`src/rtl/irq_sel_pkg.sv`:
```
package irq_sel_pkg;

  localparam int NUM_GRP = 3;

  typedef enum logic [1:0] {
    GRP_G0     = 2'd0,
    GRP_G1_SEC = 2'd1,
    GRP_G1_NS  = 2'd2,
    GRP_RSVD   = 2'd3
  } grp_e;

  // Group code is usable only if it is one of the three real groups and enabled.
  function automatic logic grp_usable(input logic [1:0] code,
                                      input logic [NUM_GRP-1:0] grp_en);
    logic ok;
    ok = 1'b0;
    if (code != GRP_RSVD) ok = grp_en[code];
    return ok;
  endfunction

  // Two-bit lifecycle code: {active, pending}.
  function automatic logic [1:0] life_code(input logic pend, input logic act);
    return {act, pend};
  endfunction

endpackage

```
`src/rtl/irq_qualify.sv`:
```
module irq_qualify
  import irq_sel_pkg::*;
#(
  parameter int N_IRQ = 32
) (
  input  logic [N_IRQ-1:0]   pend_i,
  input  logic [N_IRQ-1:0]   en_i,
  input  logic [N_IRQ-1:0]   act_i,
  input  logic [2*N_IRQ-1:0] grp_i,
  input  logic [NUM_GRP-1:0] grp_en_i,
  output logic [N_IRQ-1:0]   cand_o,
  output logic [2*N_IRQ-1:0] life_o
);

  for (genvar k = 0; k < N_IRQ; k++) begin : g_irq
    assign cand_o[k] = pend_i[k] & en_i[k] & ~act_i[k]
                     & grp_usable(grp_i[2*k +: 2], grp_en_i);
    assign life_o[2*k +: 2] = life_code(pend_i[k], act_i[k]);
  end

endmodule

```
`src/rtl/irq_cmp_tree.sv`:
```
module irq_cmp_tree #(
  parameter int N_IRQ  = 32,
  parameter int PRIO_W = 8,
  parameter int ID_W   = (N_IRQ > 1) ? $clog2(N_IRQ) : 1
) (
  input  logic [N_IRQ-1:0]        cand_i,
  input  logic [N_IRQ*PRIO_W-1:0] prio_i,
  input  logic [2*N_IRQ-1:0]      grp_i,
  output logic                    best_valid_o,
  output logic [PRIO_W-1:0]       best_prio_o,
  output logic [ID_W-1:0]         best_id_o,
  output logic [1:0]              best_grp_o
);

  localparam int LVL  = (N_IRQ > 1) ? $clog2(N_IRQ) : 1;
  localparam int LEAF = 1 << LVL;

  // Right child wins only if strictly better; equal priority keeps the left (lower ID).
  function automatic logic right_wins(input logic lv, input logic [PRIO_W-1:0] lp,
                                      input logic rv, input logic [PRIO_W-1:0] rp);
    return rv && (!lv || (rp < lp));
  endfunction

  logic              nv [2*LEAF];
  logic [PRIO_W-1:0] np [2*LEAF];
  logic [ID_W-1:0]   ni [2*LEAF];
  logic [1:0]        ng [2*LEAF];

  assign nv[0] = 1'b0;
  assign np[0] = '0;
  assign ni[0] = '0;
  assign ng[0] = '0;

  for (genvar k = 0; k < LEAF; k++) begin : g_leaf
    if (k < N_IRQ) begin : g_real
      assign nv[LEAF+k] = cand_i[k];
      assign np[LEAF+k] = prio_i[k*PRIO_W +: PRIO_W];
      assign ni[LEAF+k] = ID_W'(k);
      assign ng[LEAF+k] = grp_i[2*k +: 2];
    end else begin : g_pad
      assign nv[LEAF+k] = 1'b0;
      assign np[LEAF+k] = '1;
      assign ni[LEAF+k] = '0;
      assign ng[LEAF+k] = '0;
    end
  end

  for (genvar i = 1; i < LEAF; i++) begin : g_node
    logic take_r;
    assign take_r = right_wins(nv[2*i], np[2*i], nv[2*i+1], np[2*i+1]);
    assign nv[i]  = nv[2*i] | nv[2*i+1];
    assign np[i]  = take_r ? np[2*i+1] : np[2*i];
    assign ni[i]  = take_r ? ni[2*i+1] : ni[2*i];
    assign ng[i]  = take_r ? ng[2*i+1] : ng[2*i];
  end

  assign best_valid_o = nv[1];
  assign best_prio_o  = np[1];
  assign best_id_o    = ni[1];
  assign best_grp_o   = ng[1];

endmodule

```
`src/rtl/irq_eligible.sv`:
```
module irq_eligible
  import irq_sel_pkg::*;
(
  input  logic               low_power_i,
  input  logic [NUM_GRP-1:0] grp_en_i,
  input  logic [NUM_GRP-1:0] inhibit_i,
  output logic [NUM_GRP-1:0] elig_o
);

  for (genvar g = 0; g < NUM_GRP; g++) begin : g_grp
    assign elig_o[g] = ~low_power_i & grp_en_i[g] & ~inhibit_i[g];
  end

endmodule

```
`src/rtl/irq_winner_sel.sv`:
```
module irq_winner_sel
  import irq_sel_pkg::*;
#(
  parameter int N_IRQ  = 32,
  parameter int PRIO_W = 8,
  parameter int ID_W   = (N_IRQ > 1) ? $clog2(N_IRQ) : 1
) (
  input  logic                    clk,
  input  logic                    rst_n,
  input  logic [N_IRQ-1:0]        pend_i,
  input  logic [N_IRQ-1:0]        en_i,
  input  logic [N_IRQ-1:0]        act_i,
  input  logic [N_IRQ*PRIO_W-1:0] prio_i,
  input  logic [2*N_IRQ-1:0]      grp_i,
  input  logic [2:0]              grp_en_i,
  input  logic [2:0]              inhibit_i,
  input  logic                    low_power_i,
  output logic [ID_W-1:0]         win_id_o,
  output logic [PRIO_W-1:0]       win_prio_o,
  output logic [1:0]              win_grp_o,
  output logic                    win_valid_o,
  output logic [2:0]              elig_o,
  output logic [2*N_IRQ-1:0]      status_o
);

  logic [N_IRQ-1:0]   cand_w;
  logic [2*N_IRQ-1:0] life_w;
  logic               best_valid_w;
  logic [PRIO_W-1:0]  best_prio_w;
  logic [ID_W-1:0]    best_id_w;
  logic [1:0]         best_grp_w;
  logic [2:0]         elig_w;

  irq_qualify #(.N_IRQ(N_IRQ)) u_qual (
    .pend_i   (pend_i),
    .en_i     (en_i),
    .act_i    (act_i),
    .grp_i    (grp_i),
    .grp_en_i (grp_en_i),
    .cand_o   (cand_w),
    .life_o   (life_w)
  );

  irq_cmp_tree #(.N_IRQ(N_IRQ), .PRIO_W(PRIO_W), .ID_W(ID_W)) u_tree (
    .cand_i       (cand_w),
    .prio_i       (prio_i),
    .grp_i        (grp_i),
    .best_valid_o (best_valid_w),
    .best_prio_o  (best_prio_w),
    .best_id_o    (best_id_w),
    .best_grp_o   (best_grp_w)
  );

  irq_eligible u_elig (
    .low_power_i (low_power_i),
    .grp_en_i    (grp_en_i),
    .inhibit_i   (inhibit_i),
    .elig_o      (elig_w)
  );

  always_ff @(posedge clk or negedge rst_n) begin
    if (!rst_n) begin
      win_valid_o <= 1'b0;
      win_prio_o  <= '1;
      win_id_o    <= '0;
      win_grp_o   <= '0;
      elig_o      <= '0;
      status_o    <= '0;
    end else begin
      win_valid_o <= best_valid_w;
      win_prio_o  <= best_valid_w ? best_prio_w : '1;
      win_id_o    <= best_valid_w ? best_id_w : '0;
      win_grp_o   <= best_valid_w ? best_grp_w : '0;
      elig_o      <= elig_w;
      status_o    <= life_w;
    end
  end

endmodule

```
`config.mk`:
```
export PLATFORM = sky130hd
export DESIGN_NAME = irq_winner_sel
export DESIGN_NICKNAME = d
export VERILOG_FILES = /design/src/rtl/irq_sel_pkg.sv /design/src/rtl/irq_qualify.sv /design/src/rtl/irq_cmp_tree.sv /design/src/rtl/irq_eligible.sv /design/src/rtl/irq_winner_sel.sv
export SDC_FILE = /design/constraint.sdc
export NUM_CORES = 1
export LEC_CHECK = 0
export BUFFER_PORTS_ARGS = -buffer_cell sky130_fd_sc_hd__buf_4
export CAP_MARGIN = 20
export CORE_AREA = 4 4 197 199
export DETAILED_ROUTE_END_ITERATION = 8
export DIE_AREA = 0 0 201 203
export PLACE_DENSITY = 0.63
export SKIP_CTS_REPAIR_TIMING = 1
export SYNTH_ARGS = -nofsm -noshare
export SYNTH_HDL_FRONTEND = slang
export SYNTH_SLANG_ARGS = --single-unit
```
`constraint.sdc`:
```
create_clock -name clk -period 0.8 [get_ports clk]
set_input_delay 0.16 -clock clk [delete_from_list [all_inputs] [get_ports clk]]
set_output_delay 0.16 -clock clk [all_outputs]
set_load 0.02 [all_outputs]
```
==> impl.org <==
** Timing
- Final Worst Setup Slack :: -7380 ps
- For the pin with the worst max-slew slack, the measured transition is 460 ps.
- The count of final hold-check violations is 0.
- Setup repair after global routing missed its margin :: yes
- Final setup violation count :: 99
- Adding up every negative setup slack in the final design gives -133,740 ps.
- Final period demand of the worst path :: 8180 ps
- Based on the critical path, the design can be clocked at up to 0.122 GHz.
- The max-slew violation total from the final report came to 0.
- Measured against its own limit, the worst slew margin works out to 0.690.
- In the finished design, the share of the clock period the worst path needs comes to 10.2.

** Logic synthesis
- During synthesis, Yosys emitted a total of 0 warnings.
- Dividing the synthesized area by the synthesized cell count gives 7.97 sq um.
- The most used flip-flop cell after synthesis is sky130_fd_sc_hd__dfrtp_1.
- The share of the Yosys chip area taken by registers is 0.159.
- Summing every instance area after synthesis gives 13,200 sq um.
- Distinct cell type count of the synthesized netlist :: 86
- The number of nets in the synthesized netlist is 2,274.
- For this run, asynchronously set or reset flops after synthesis account for 1.00.
- Syn Inst Count :: 1,651
- Synth Register Bits :: 83
- In this run, synthesis inferred 0 flip-flops with an integrated enable.

** GRT
- The first global-routing pass estimated 85.9 mm of wire.
- Grt ovf :: 0
- Initial antenna violation count :: 0
- Pin count of the biggest net entering global routing :: 50
- The via count of the first global-routing pass was 17,000.
- All-Layer GR Usage :: 0.259

** Floorplan
- Die Footprint :: 40,800 sq um
- For this configuration, the core starts out at a cell density of 0.354.
- From bottom edge to top edge, the die measures 203 um.
- The floorplan has 71 rows.
- Core outline area :: 37,200 sq um
- For this design the top-level I/O count stands at 508.
- Measured along the x axis, the die boundary spans 201 um.

** Critical path
- Critical Path Max Stage Delay :: 330 ps
- Endpoint type of the worst setup path :: register
- Crit path kind :: primary input to register
- Arr. time, crit path :: 8460 ps
- Counting stages on the worst path, the most repeated cell is sky130_fd_sc_hd__a21o_1.
- STA puts the critical path data required time at 1080 ps.
- Among all stages on the critical path, the largest delay is contributed by sky130_fd_sc_hd__mux2i_2.
- Type of origin of the critical path :: primary input
- Critical path peak fanout :: 6

** Route
- Detailed-route DRC error count :: 0
- Once detail routing completed, the nets flagged for antenna violations numbered 0.
- Post-Route WL :: 61.7 mm
- Number of violations reported at the end of detailed-routing iteration 0 :: 756
- For this block, the via count after detailed routing is 17,400.
- The first detailed-routing pass took 5 iterations.
- DR vias/cell :: 5.21
- Dividing the detail-routed wire length by the instance count gives 18.4 um.

** Pwr
- Cell internal pwr :: 18.0 mW
- The worst-case IR drop observed on VDD is 0.00165 V.
- Of the total power, combinational logic draws 0.662.
- Clock group share of total power :: 0.164
- Of the total power, the share spent switching nets is 0.389.
- Summed over all nets, the switching power comes to 11.4 mW.
- Part of the total power dissipated in sequential elements :: 0.174
- Power density normalized to cell area :: 1140 nW/um^2
- Leak pwr :: 13.3 nW

** Finish
- In the final design database the tool counted 3,495 nets.
- Relative to the synthesized area, the layout overhead comes to 95.9%.
- Final Core Density :: 0.693
- Share of post-route cells with drive strength above 1 :: 0.542
- Most common cell after layout, fill and taps aside :: sky130_fd_sc_hd__buf_4
- The number of antenna diodes in the final layout is 0.
- Most used cells in the layout excluding fill and tap cells :: sky130_fd_sc_hd__buf_4 (1,052), sky130_fd_sc_hd__ha_1 (162), sky130_fd_sc_hd__inv_1 (150)

** Clocking
- CTS tree :: yes
- The clock tree synthesis step divided the H-tree into 3 levels.
- Clock sink total :: 83
- The clock passes through at most 2 buffers.
- After clock tree synthesis, the clock-pin slew on the worst setup and hold paths is 80 ps.
- The tree is rooted in a sky130_fd_sc_hd__clkbuf_16.
- TritonCTS created 9 clock buffers.

** Hold path
- The path with the worst hold slack has its endpoint at status_o[57].
- Path category of the worst min-delay check :: primary input to register
- In this run the most critical hold path is launched from act_i[28].
- Hold Path Stages :: 2

** Run status
- Status :: complete, but fails checks
- Violations in the final reports :: setup timing

** Placed design
- Half-perimeter wire length after placement :: 48.7 mm
- At the end of routability-driven placement, the weighted congestion stood at 0.930.
- Port buffering added 507 buffers.

** Job
- Maximum capacitance violations :: 0
==> critical path, delay by kind of cell <==
family	cells	cell delay, ps
adder cells (fa/ha/maj)	5	1230
AND/OR/NAND/NOR	10	1270
multiplexers	3	860
AO/OA/AOI/OAI	22	4070
buffers and inverters	8	830
==> synth_stat cells (all sizes together), types with 7 or more instances <==
cell / number / area share
ha: 198 / 0.19
inv: 171 / 0.049
o211ai: 13 / 0.0074
a21oi: 150 / 0.058
dfrtp: 75 / 0.14
o21bai: 7 / 0.0043
a21o: 49 / 0.028
clkbuf: 18 / 0.0051
and3: 7 / 0.0033
nand2: 124 / 0.035
nor2: 122 / 0.035
nand2b: 23 / 0.011
dfstp: 8 / 0.016
nand4: 25 / 0.012
o21ai: 112 / 0.043
o22ai: 22 / 0.011
nor2b: 30 / 0.014
and2: 14 / 0.0067
buf: 27 / 0.015
nand3b: 13 / 0.0074
nor3: 31 / 0.012
nand3: 13 / 0.0053
a211oi: 25 / 0.015
nand4b: 16 / 0.011
and4b: 14 / 0.011
mux2: 73 / 0.063
mux2i: 158 / 0.12
o21a: 21 / 0.012
==> how the worst max path moves through the flow <==
stage / startpoint / end
finish: prio_i[103] / win_id_o[2]
global route: prio_i[101] / win_id_o[2]
CTS: grp_en_i[1] / win_prio_o[3]
detailed placement: grp_en_i[1] / win_prio_o[3]
global placement: grp_en_i[0] / win_prio_o[3]
floorplan: prio_i[241] / win_id_o[2]
==> final cells by class <==
cell class                 instances  area, sq um
sequential                        83         2090
clock inverter                     5         60.1
inverter                         171          677
timing repair inverter             1         7.51
tap                              474          593
fill                            2879        11400
multi-input combinational       1353        11800
clock buffer                      11          243
timing repair buffer            1253        10300
==> per-stage QoR <==
step           hold WS, ps  area (sq um)  std cells  setup slack [ps]  total power, mW
2_1_floorplan         -136         13600       1651             -7520             12.6
3_3_place_gp           147         22300       3193             -7720             20.8
3_5_place_dp           149         22300       3193             -7930             21.2
4_1_cts               -259         22600       3209             -7540             26.1
5_1_grt               2.17         25800       3351             -7690             31.1
6_report              3.50         25800       3351             -7380             29.4
==> sequential cells by signal, indices dropped and copies added (netlist names) <==
register and flops:
elig_o 3, status_o 64, win_grp_o 2, win_id_o 5
win_prio_o 8, win_valid_o 1
==> power groups by stage <==
stage / Combinational [mW] / Clock, mW / Sequential [mW]
floorplan: 6.90 / 0 / 5.72
global placement: 15.7 / 0 / 5.10
detailed placement: 16.1 / 0 / 5.10
CTS: 16.2 / 4.90 / 5.03
global route: 20.9 / 5.06 / 5.17
finish: 19.5 / 4.81 / 5.12
==> metal layers <==
metal  routed length [um]  track usage
met1                24500        0.299
met2                31400        0.478
met3                 3310       0.0521
met4                 2430       0.0851
met5                    0            0
==> kinds of logic (layout without fill, tap and decap cells) <==
| family | Yosys count | in the layout | share of synthesized area |
|---|---|---|---|
| adder cells (fa/ha/maj) | 201 | 201 | 0.191 |
| AND/OR/NAND/NOR | 456 | 456 | 0.177 |
| XOR/XNOR | 1 | 1 | 0.000666 |
| multiplexers | 231 | 231 | 0.183 |
| AO/OA/AOI/OAI | 463 | 464 | 0.221 |
| flip-flops | 83 | 83 | 0.159 |
| buffers and inverters | 216 | 1441 | 0.0687 |
(Power assumes the default switching activity.)
